==> config.mk <==
export PLATFORM = sky130hd
export DESIGN_NAME = irq_w1c_ctrl
export DESIGN_NICKNAME = d
export VERILOG_FILES = /design/src/rtl/irq_pkg.sv /design/src/rtl/irq_sticky_bank.sv /design/src/rtl/irq_reg_if.sv /design/src/rtl/irq_pin_drv.sv /design/src/rtl/irq_w1c_ctrl.sv
export SDC_FILE = /design/constraint.sdc
export NUM_CORES = 1
export LEC_CHECK = 0
export BUFFER_PORTS_ARGS = -buffer_cell sky130_fd_sc_hd__clkbuf_2
export CAP_MARGIN = 20
export CELL_PAD_IN_SITES_DETAIL_PLACEMENT = 0
export CELL_PAD_IN_SITES_GLOBAL_PLACEMENT = 1
export CORE_MARGIN = 2
export CORE_UTILIZATION = 43
export DETAILED_ROUTE_END_ITERATION = 16
export PLACE_DENSITY = 0.93
export SLEW_MARGIN = 30
export SYNTH_ARGS = -nofsm -noshare
export SYNTH_HDL_FRONTEND = slang
export SYNTH_HIERARCHICAL = 1
export SYNTH_SLANG_ARGS = --single-unit
export TNS_END_PERCENT = 50
==> constraint.sdc <==
create_clock -name clk_i -period 2.5 [get_ports clk_i]
set_clock_uncertainty 0.05 [all_clocks]
set_input_delay 0.625 -clock clk_i [delete_from_list [all_inputs] [get_ports clk_i]]
set_output_delay 0.625 -clock clk_i [all_outputs]
set_load 0.02 [all_outputs]
==> src/rtl/irq_pkg.sv <==
package irq_pkg;
  localparam int unsigned BYTE_W = 8;

  typedef struct packed {
    logic release_idle;
    logic act_high;
  } irq_cfg_t;

  localparam int unsigned CFG_W = $bits(irq_cfg_t);

  function automatic int unsigned n_words(int unsigned bits);
    return (bits + BYTE_W - 1) / BYTE_W;
  endfunction
endpackage

==> src/rtl/irq_sticky_bank.sv <==
module irq_sticky_bank #(
  parameter int unsigned N = 11
) (
  input  logic         clk_i,
  input  logic         rst_ni,
  input  logic [N-1:0] set_i,
  input  logic [N-1:0] clr_i,
  output logic [N-1:0] sts_o
);
  for (genvar b = 0; b < N; b++) begin : g_bit
    always_ff @(posedge clk_i or negedge rst_ni) begin
      if (!rst_ni)       sts_o[b] <= 1'b0;
      else if (set_i[b]) sts_o[b] <= 1'b1;  // event beats clear
      else if (clr_i[b]) sts_o[b] <= 1'b0;
    end
  end
endmodule

==> src/rtl/irq_reg_if.sv <==
module irq_reg_if
  import irq_pkg::*;
#(
  parameter int unsigned N      = 11,
  parameter int unsigned ADDR_W = 4
) (
  input  logic              clk_i,
  input  logic              rst_ni,
  input  logic              wr_en_i,
  input  logic [ADDR_W-1:0] addr_i,
  input  logic [BYTE_W-1:0] wdata_i,
  input  logic [N-1:0]      sts_i,
  output logic [N-1:0]      clr_o,
  output logic [N-1:0]      msk_o,
  output irq_cfg_t          cfg_o,
  output logic [BYTE_W-1:0] rdata_o
);
  localparam int unsigned W        = n_words(N);
  localparam int unsigned PAD_W    = W * BYTE_W;
  localparam int unsigned STS_BASE = 0;
  localparam int unsigned MSK_BASE = W;
  localparam int unsigned CFG_ADDR = 2 * W;

  for (genvar b = 0; b < N; b++) begin : g_bit
    localparam int unsigned WRD = b / BYTE_W;
    localparam int unsigned POS = b % BYTE_W;
    logic hit_sts, hit_msk;
    assign hit_sts = wr_en_i && (addr_i == ADDR_W'(STS_BASE + WRD));
    assign hit_msk = wr_en_i && (addr_i == ADDR_W'(MSK_BASE + WRD));
    assign clr_o[b] = hit_sts && wdata_i[POS];

    always_ff @(posedge clk_i or negedge rst_ni) begin
      if (!rst_ni)      msk_o[b] <= 1'b0;
      else if (hit_msk) msk_o[b] <= wdata_i[POS];
    end
  end

  always_ff @(posedge clk_i or negedge rst_ni) begin
    if (!rst_ni) cfg_o <= '0;
    else if (wr_en_i && (addr_i == ADDR_W'(CFG_ADDR)))
      cfg_o <= irq_cfg_t'(wdata_i[CFG_W-1:0]);
  end

  logic [PAD_W-1:0] sts_pad, msk_pad;
  always_comb begin
    sts_pad = '0;
    msk_pad = '0;
    sts_pad[N-1:0] = sts_i;
    msk_pad[N-1:0] = msk_o;
  end

  always_comb begin
    rdata_o = '0;
    for (int unsigned k = 0; k < W; k++) begin
      if (addr_i == ADDR_W'(STS_BASE + k)) rdata_o = sts_pad[k*BYTE_W +: BYTE_W];
      if (addr_i == ADDR_W'(MSK_BASE + k)) rdata_o = msk_pad[k*BYTE_W +: BYTE_W];
    end
    if (addr_i == ADDR_W'(CFG_ADDR)) rdata_o[CFG_W-1:0] = cfg_o;
  end
endmodule

==> src/rtl/irq_pin_drv.sv <==
module irq_pin_drv
  import irq_pkg::*;
#(
  parameter int unsigned N = 11
) (
  input  logic [N-1:0] sts_i,
  input  logic [N-1:0] msk_i,
  input  irq_cfg_t     cfg_i,
  output logic         pin_o,
  output logic         oe_o
);
  logic pending;
  assign pending = |(sts_i & msk_i);
  assign pin_o   = pending ~^ cfg_i.act_high;
  assign oe_o    = pending || !cfg_i.release_idle;
endmodule

==> src/rtl/irq_w1c_ctrl.sv <==
module irq_w1c_ctrl
  import irq_pkg::*;
#(
  parameter int unsigned NUM_REF = 8,
  parameter int unsigned ADDR_W  = 4
) (
  input  logic               clk_i,
  input  logic               rst_ni,
  input  logic [NUM_REF-1:0] ref_chg_i,
  input  logic               state_chg_i,
  input  logic               ref_loss_i,
  input  logic               code_err_i,
  input  logic               wr_en_i,
  input  logic [ADDR_W-1:0]  addr_i,
  input  logic [BYTE_W-1:0]  wdata_i,
  output logic [BYTE_W-1:0]  rdata_o,
  output logic               irq_pin_o,
  output logic               irq_oe_o
);
  localparam int unsigned NUM_EVT = NUM_REF + 3;

  logic [NUM_EVT-1:0] evt, clr, sts_q, msk_q;
  irq_cfg_t           cfg_q;

  assign evt = {code_err_i, ref_loss_i, state_chg_i, ref_chg_i};

  irq_sticky_bank #(.N(NUM_EVT)) u_sts (
    .clk_i (clk_i),
    .rst_ni(rst_ni),
    .set_i (evt),
    .clr_i (clr),
    .sts_o (sts_q)
  );

  irq_reg_if #(.N(NUM_EVT), .ADDR_W(ADDR_W)) u_regs (
    .clk_i  (clk_i),
    .rst_ni (rst_ni),
    .wr_en_i(wr_en_i),
    .addr_i (addr_i),
    .wdata_i(wdata_i),
    .sts_i  (sts_q),
    .clr_o  (clr),
    .msk_o  (msk_q),
    .cfg_o  (cfg_q),
    .rdata_o(rdata_o)
  );

  irq_pin_drv #(.N(NUM_EVT)) u_pin (
    .sts_i(sts_q),
    .msk_i(msk_q),
    .cfg_i(cfg_q),
    .pin_o(irq_pin_o),
    .oe_o (irq_oe_o)
  );
endmodule

**After elaboration in Yosys (flattened, before gate mapping)**

Cells that the tools add are included.

- Flip-flop bits (word level): 24
- Bits of input ports: 26
- Logic and storage cells: 88

- Bitwise logic cells: 2
- Muxes and demuxes: 27
- Reduce and logical (&&, ||, !) cells: 31
- Equality and inequality tests: 4

Operators with widths:

| kind | number |
|---|---|
| $mux 8 | 4 |
| $mux 1 | 22 |
| $reduce_bool 2->1 | 11 |
| $logic_and 1x1->1 | 16 |
| $and 11x11->11 | 1 |
| $reduce_or 11->1 | 1 |
| $eq 4x2->1 const B | 2 |
| $eq 4x1->1 const B | 1 |
| $eq 4x3->1 const B | 1 |
| $logic_not 4->1 | 1 |
| $mux 2 | 1 |
| $logic_not 1->1 | 1 |
| $logic_or 1x1->1 | 1 |
| $xnor 1x1->1 | 1 |

**Depth between registers and ports, before layout**

- Depth in word-level cells: 6
- Depth in mapped cells: 6
- Depth with buffers taken out: 5

**Modules after synthesis**

The synthesis kept the hierarchy.

Modules (own cells, without submodules):

| module | area an instance (µm²) | cells an instance | times used |
|---|---|---|---|
| irq_reg_if | 842.1 | 64 | 1 |
| irq_sticky_bank | 399.1 | 33 | 1 |
| irq_pin_drv | 76.3 | 8 | 1 |

**Worst setup path after synthesis**

Ideal clock, no wire load.

- Path kind: input to output
- Start: input port addr_i[1]
- End: output port rdata_o[2]
- Required time: 1,825 ps
- Stages: 3
- Path slack: 359 ps
- Data arrival time: 1,466 ps
- Cell sequence: buf_6 -> mux4_2 -> and2_1

- Longest elaborated chain between the ends: 5
- Elaborated cells between the ends (all ways): 8

Ends and longest elaborated chain:

| element | line | RTL |
|---|---|---|
| from (decl) | irq_w1c_ctrl.sv:14 | `input logic [ADDR_W-1:0] addr_i,` |
| $logic_not 4->1 | irq_reg_if.sv:55 | `if (addr_i == ADDR_W'(STS_BASE + k)) rdata_o = sts_pad[k*BYTE_W +: BYTE_W];` |
| $mux 8 | irq_reg_if.sv:55 |  |
| $mux 8 | irq_reg_if.sv:56 | `if (addr_i == ADDR_W'(MSK_BASE + k)) rdata_o = msk_pad[k*BYTE_W +: BYTE_W];` |
| $mux 8 | irq_reg_if.sv:55 |  |
| $mux 8 * | irq_reg_if.sv:56 |  |
| to (decl) | irq_w1c_ctrl.sv:16 | `output logic [BYTE_W-1:0] rdata_o,` |

Every way passes the cells marked *; elsewhere a longest branch is shown, timed or not.

**Worst setup path after layout**

- Start: register u_regs.msk_o[0]
- End: output port rdata_o[0]

- Longest elaborated chain between the ends: 4

Ends and longest elaborated chain:

| element | line | RTL |
|---|---|---|
| from (decl) | irq_reg_if.sv:14 | `output logic [N-1:0] msk_o,` |
| from (signal, indexed assignment) | irq_reg_if.sv:34 | `else if (hit_msk) msk_o[b] <= wdata_i[POS];` |
| $mux 8 | irq_reg_if.sv:56 |  |
| $mux 8 | irq_reg_if.sv:55 |  |
| $mux 8 | irq_reg_if.sv:56 |  |
| $mux 2 | irq_reg_if.sv:58 | `if (addr_i == ADDR_W'(CFG_ADDR)) rdata_o[CFG_W-1:0] = cfg_o;` |

Every way passes these cells.

==> qor.csv <==
metric,value,unit
outcome,"finished, final reports clean",
p_switching,0.251,mW
synth_nets,131,
vias_per_cell,5.38,
synth.area.top_cells,"dfrtp_1, mux2_4, a21o_1, and2_1, mux4_1",
vias,979,
worstPathMaxFanout,2,
crit_family,multiplexers,
finalWorstSetupSlack,68.6,ps
ios,36,
final-hold-violation-count,0,
irDropWorstVdd,0.000301,V
grt_usage,0.176,
clk_pin_slew,130,ps
insertion_delay,310,ps
synth_area_per_cell,12.5,µm²
syn_area,1320,µm²
switching_share,0.256,
cts.path.max_buffers,2,
crit_path_top_delay_cell,mux4_1,
ff2ff_setup_slack,1550,ps
powerDensity,600,nW/µm²
grt_pass1_vias,953,
layout-drive-gt1-share,0.430,
avgRoutedWirePerCell,15.6,µm
setup_violations,0,
syn_inst,105,
drv_cap,0,
period_share,0.973,
hold_class,in2async,
grt-ovfl-total,0,
drtPass1Iterations,4,
drc,0,
wirelength,2.84,mm
clkSinkCount,24,
syn_to_final_growth,23.8,%
drt_iter0_drc,36,
worst-setup-path-type,reg2out,
ys.flop_type,dfrtp_1,
slew_headroom,0.596,
antenna_cells,0,
ys_seq_area_frac,0.456,
grt_start_max_net_pins,25,
synth_area_leader_cell,dfrtp_1,
die_y,59.4,µm
htree_levels,1,
cts_tree,built,
rows,20,
root_buffer,clkbuf_4,
end_kind,output pin,
internal_power,0.728,mW
power_frac_seq,0.496,
fillCellCount,254,
initial_core_util,0.442,
ys_async_sr_fraction,1.00,
synth_edf_count,0,
fin_crit,2430,ps
antenna_found_initial,0,
grt_pass1_wl,4.53,mm
chipWidth,59.4,µm
utilization,0.548,
worstPathCellList,buf_4 -> mux4_1 -> a22o_1 -> clkbuf_2,
slew_viol_final,0,
portBuffers,35,
ant_nets,0,
clkPwrFrac,0.284,
worst_slew_pin_slew,606,ps
p_leak,0.767,nW
ys_warn_count,6,
synth_top_cell_area_share,0.456,
fp.dieArea,3520,µm²
worstSetupStartpointType,flip-flop,
core_region_area,2980,µm²
crit_path_max_incr_delay,490,ps
synth_cell_types,24,
finalSetupTns,0,ps
yosys_register_bits,24,
finalNonFillerCells,182,
numCtsBuffers,3,
cp.required,1820,ps
fin_nets,176,
gp_congestion,0.829,
place_ws,98.2,ps
clock.fmax,0.411,GHz
comb_power_share,0.220,
hpwl,2.18,mm
critPathBufInv,2,
hold_buffers,0,
critPathArrivalTime,1760,ps
dpl.cell_count,174,
## synth_stat cells (2+ instances only)
cell	number
dfrtp_1	24
a22o_1	4
and3_1	2
inv_1	11
a221oi_2	2
mux2i_1	5
mux4_1	2
nand2_1	2
and2_1	12
mux2_4	8
mux2_2	2
buf_6	2
nor2_1	6
mux2_1	3
a21o_1	11
## cell usage in the layout (no fill, tap or decap), drive strengths merged
cell type,instances
buf,8
a222oi,1
mux4,3
dfrtp,24
or3,1
nand4,1
xor2,1
clkbuf,37
mux2,13
nor2,7
and4b,1
a21o,11
nand2,2
bufinv,1
and2,12
mux2i,5
inv,11
a22o,4
nor4b,1
nand4b,1
a221oi,2
and3,2
## layout make-up
type                            count  area, µm²  share of cell area
Inverter                           11       41.3              0.0253
Clock buffer                        3       22.5              0.0138
Multi-Input combinational cell     68        666               0.408
Timing Repair Buffer               42        230               0.141
Tap cell                           33       41.3              0.0253
Clock inverter                      1       30.0              0.0184
Sequential cell                    24        601               0.368
## final timing paths
path / startpoint / endpoint / depth (start not counted)
setup / recovery: u_regs/msk_o[0] / rdata_o[0] / 4
hold reg to reg: u_sts/sts_o[1] / u_sts/sts_o[1] / 1
min in group clk_i: ref_loss_i / u_sts/sts_o[9] / 2
max in group asynchronous: rst_ni / u_sts/sts_o[8] / 1
hold / removal: rst_ni / u_sts/sts_o[4] / 1
setup reg to reg: u_regs/cfg_o[0] / u_regs/cfg_o[0] / 1
## power groups by stage
| stage | sequential [mW] | clock [mW] | combinational [mW] |
|---|---|---|---|
| 6_report | 0.485 | 0.278 | 0.216 |
| 5_1_grt | 0.492 | 0.296 | 0.232 |
| 4_1_cts | 0.484 | 0.282 | 0.203 |
| 3_5_place_dp | 0.492 | 0 | 0.202 |
| 3_3_place_gp | 0.488 | 0 | 0.196 |
| 2_1_floorplan | 0.478 | 0 | 0.141 |
## metrics by stage
stage	power (mW)	hold slack, ps	instance area [µm²]
CTS	0.969	245	1590
finish	0.979	245	1630
global placement	0.684	441	1530
global route	1.02	271	1630
detailed placement	0.694	452	1530
floorplan	0.618	279	1320
## timing repair
item                                    4_1_cts  5_1_grt
resized for setup                             0        4
buffers inserted                              0        4
endpoints found under the setup margin        0        1
## sequential cells by signal, summed over array words and instances, names as in the netlist
name          count
u_regs/cfg_o      2
u_regs/msk_o     11
u_sts/sts_o      11
## routing by layer
layer / part of all wire / global-route usage
met1: 0.42 / 0.215
met2: 0.53 / 0.303
met4: 0.0095 / 0.0714
met3: 0.040 / 0.0349
met5: 0 / 0
## cells by family after synthesis
kind of cell	share of synthesized area
simple gates	0.141
buf+inv	0.0484
compound gates	0.120
mux	0.229
xor+xnor	0.00665
flops	0.456
Power figures use the tool's default switching activity.
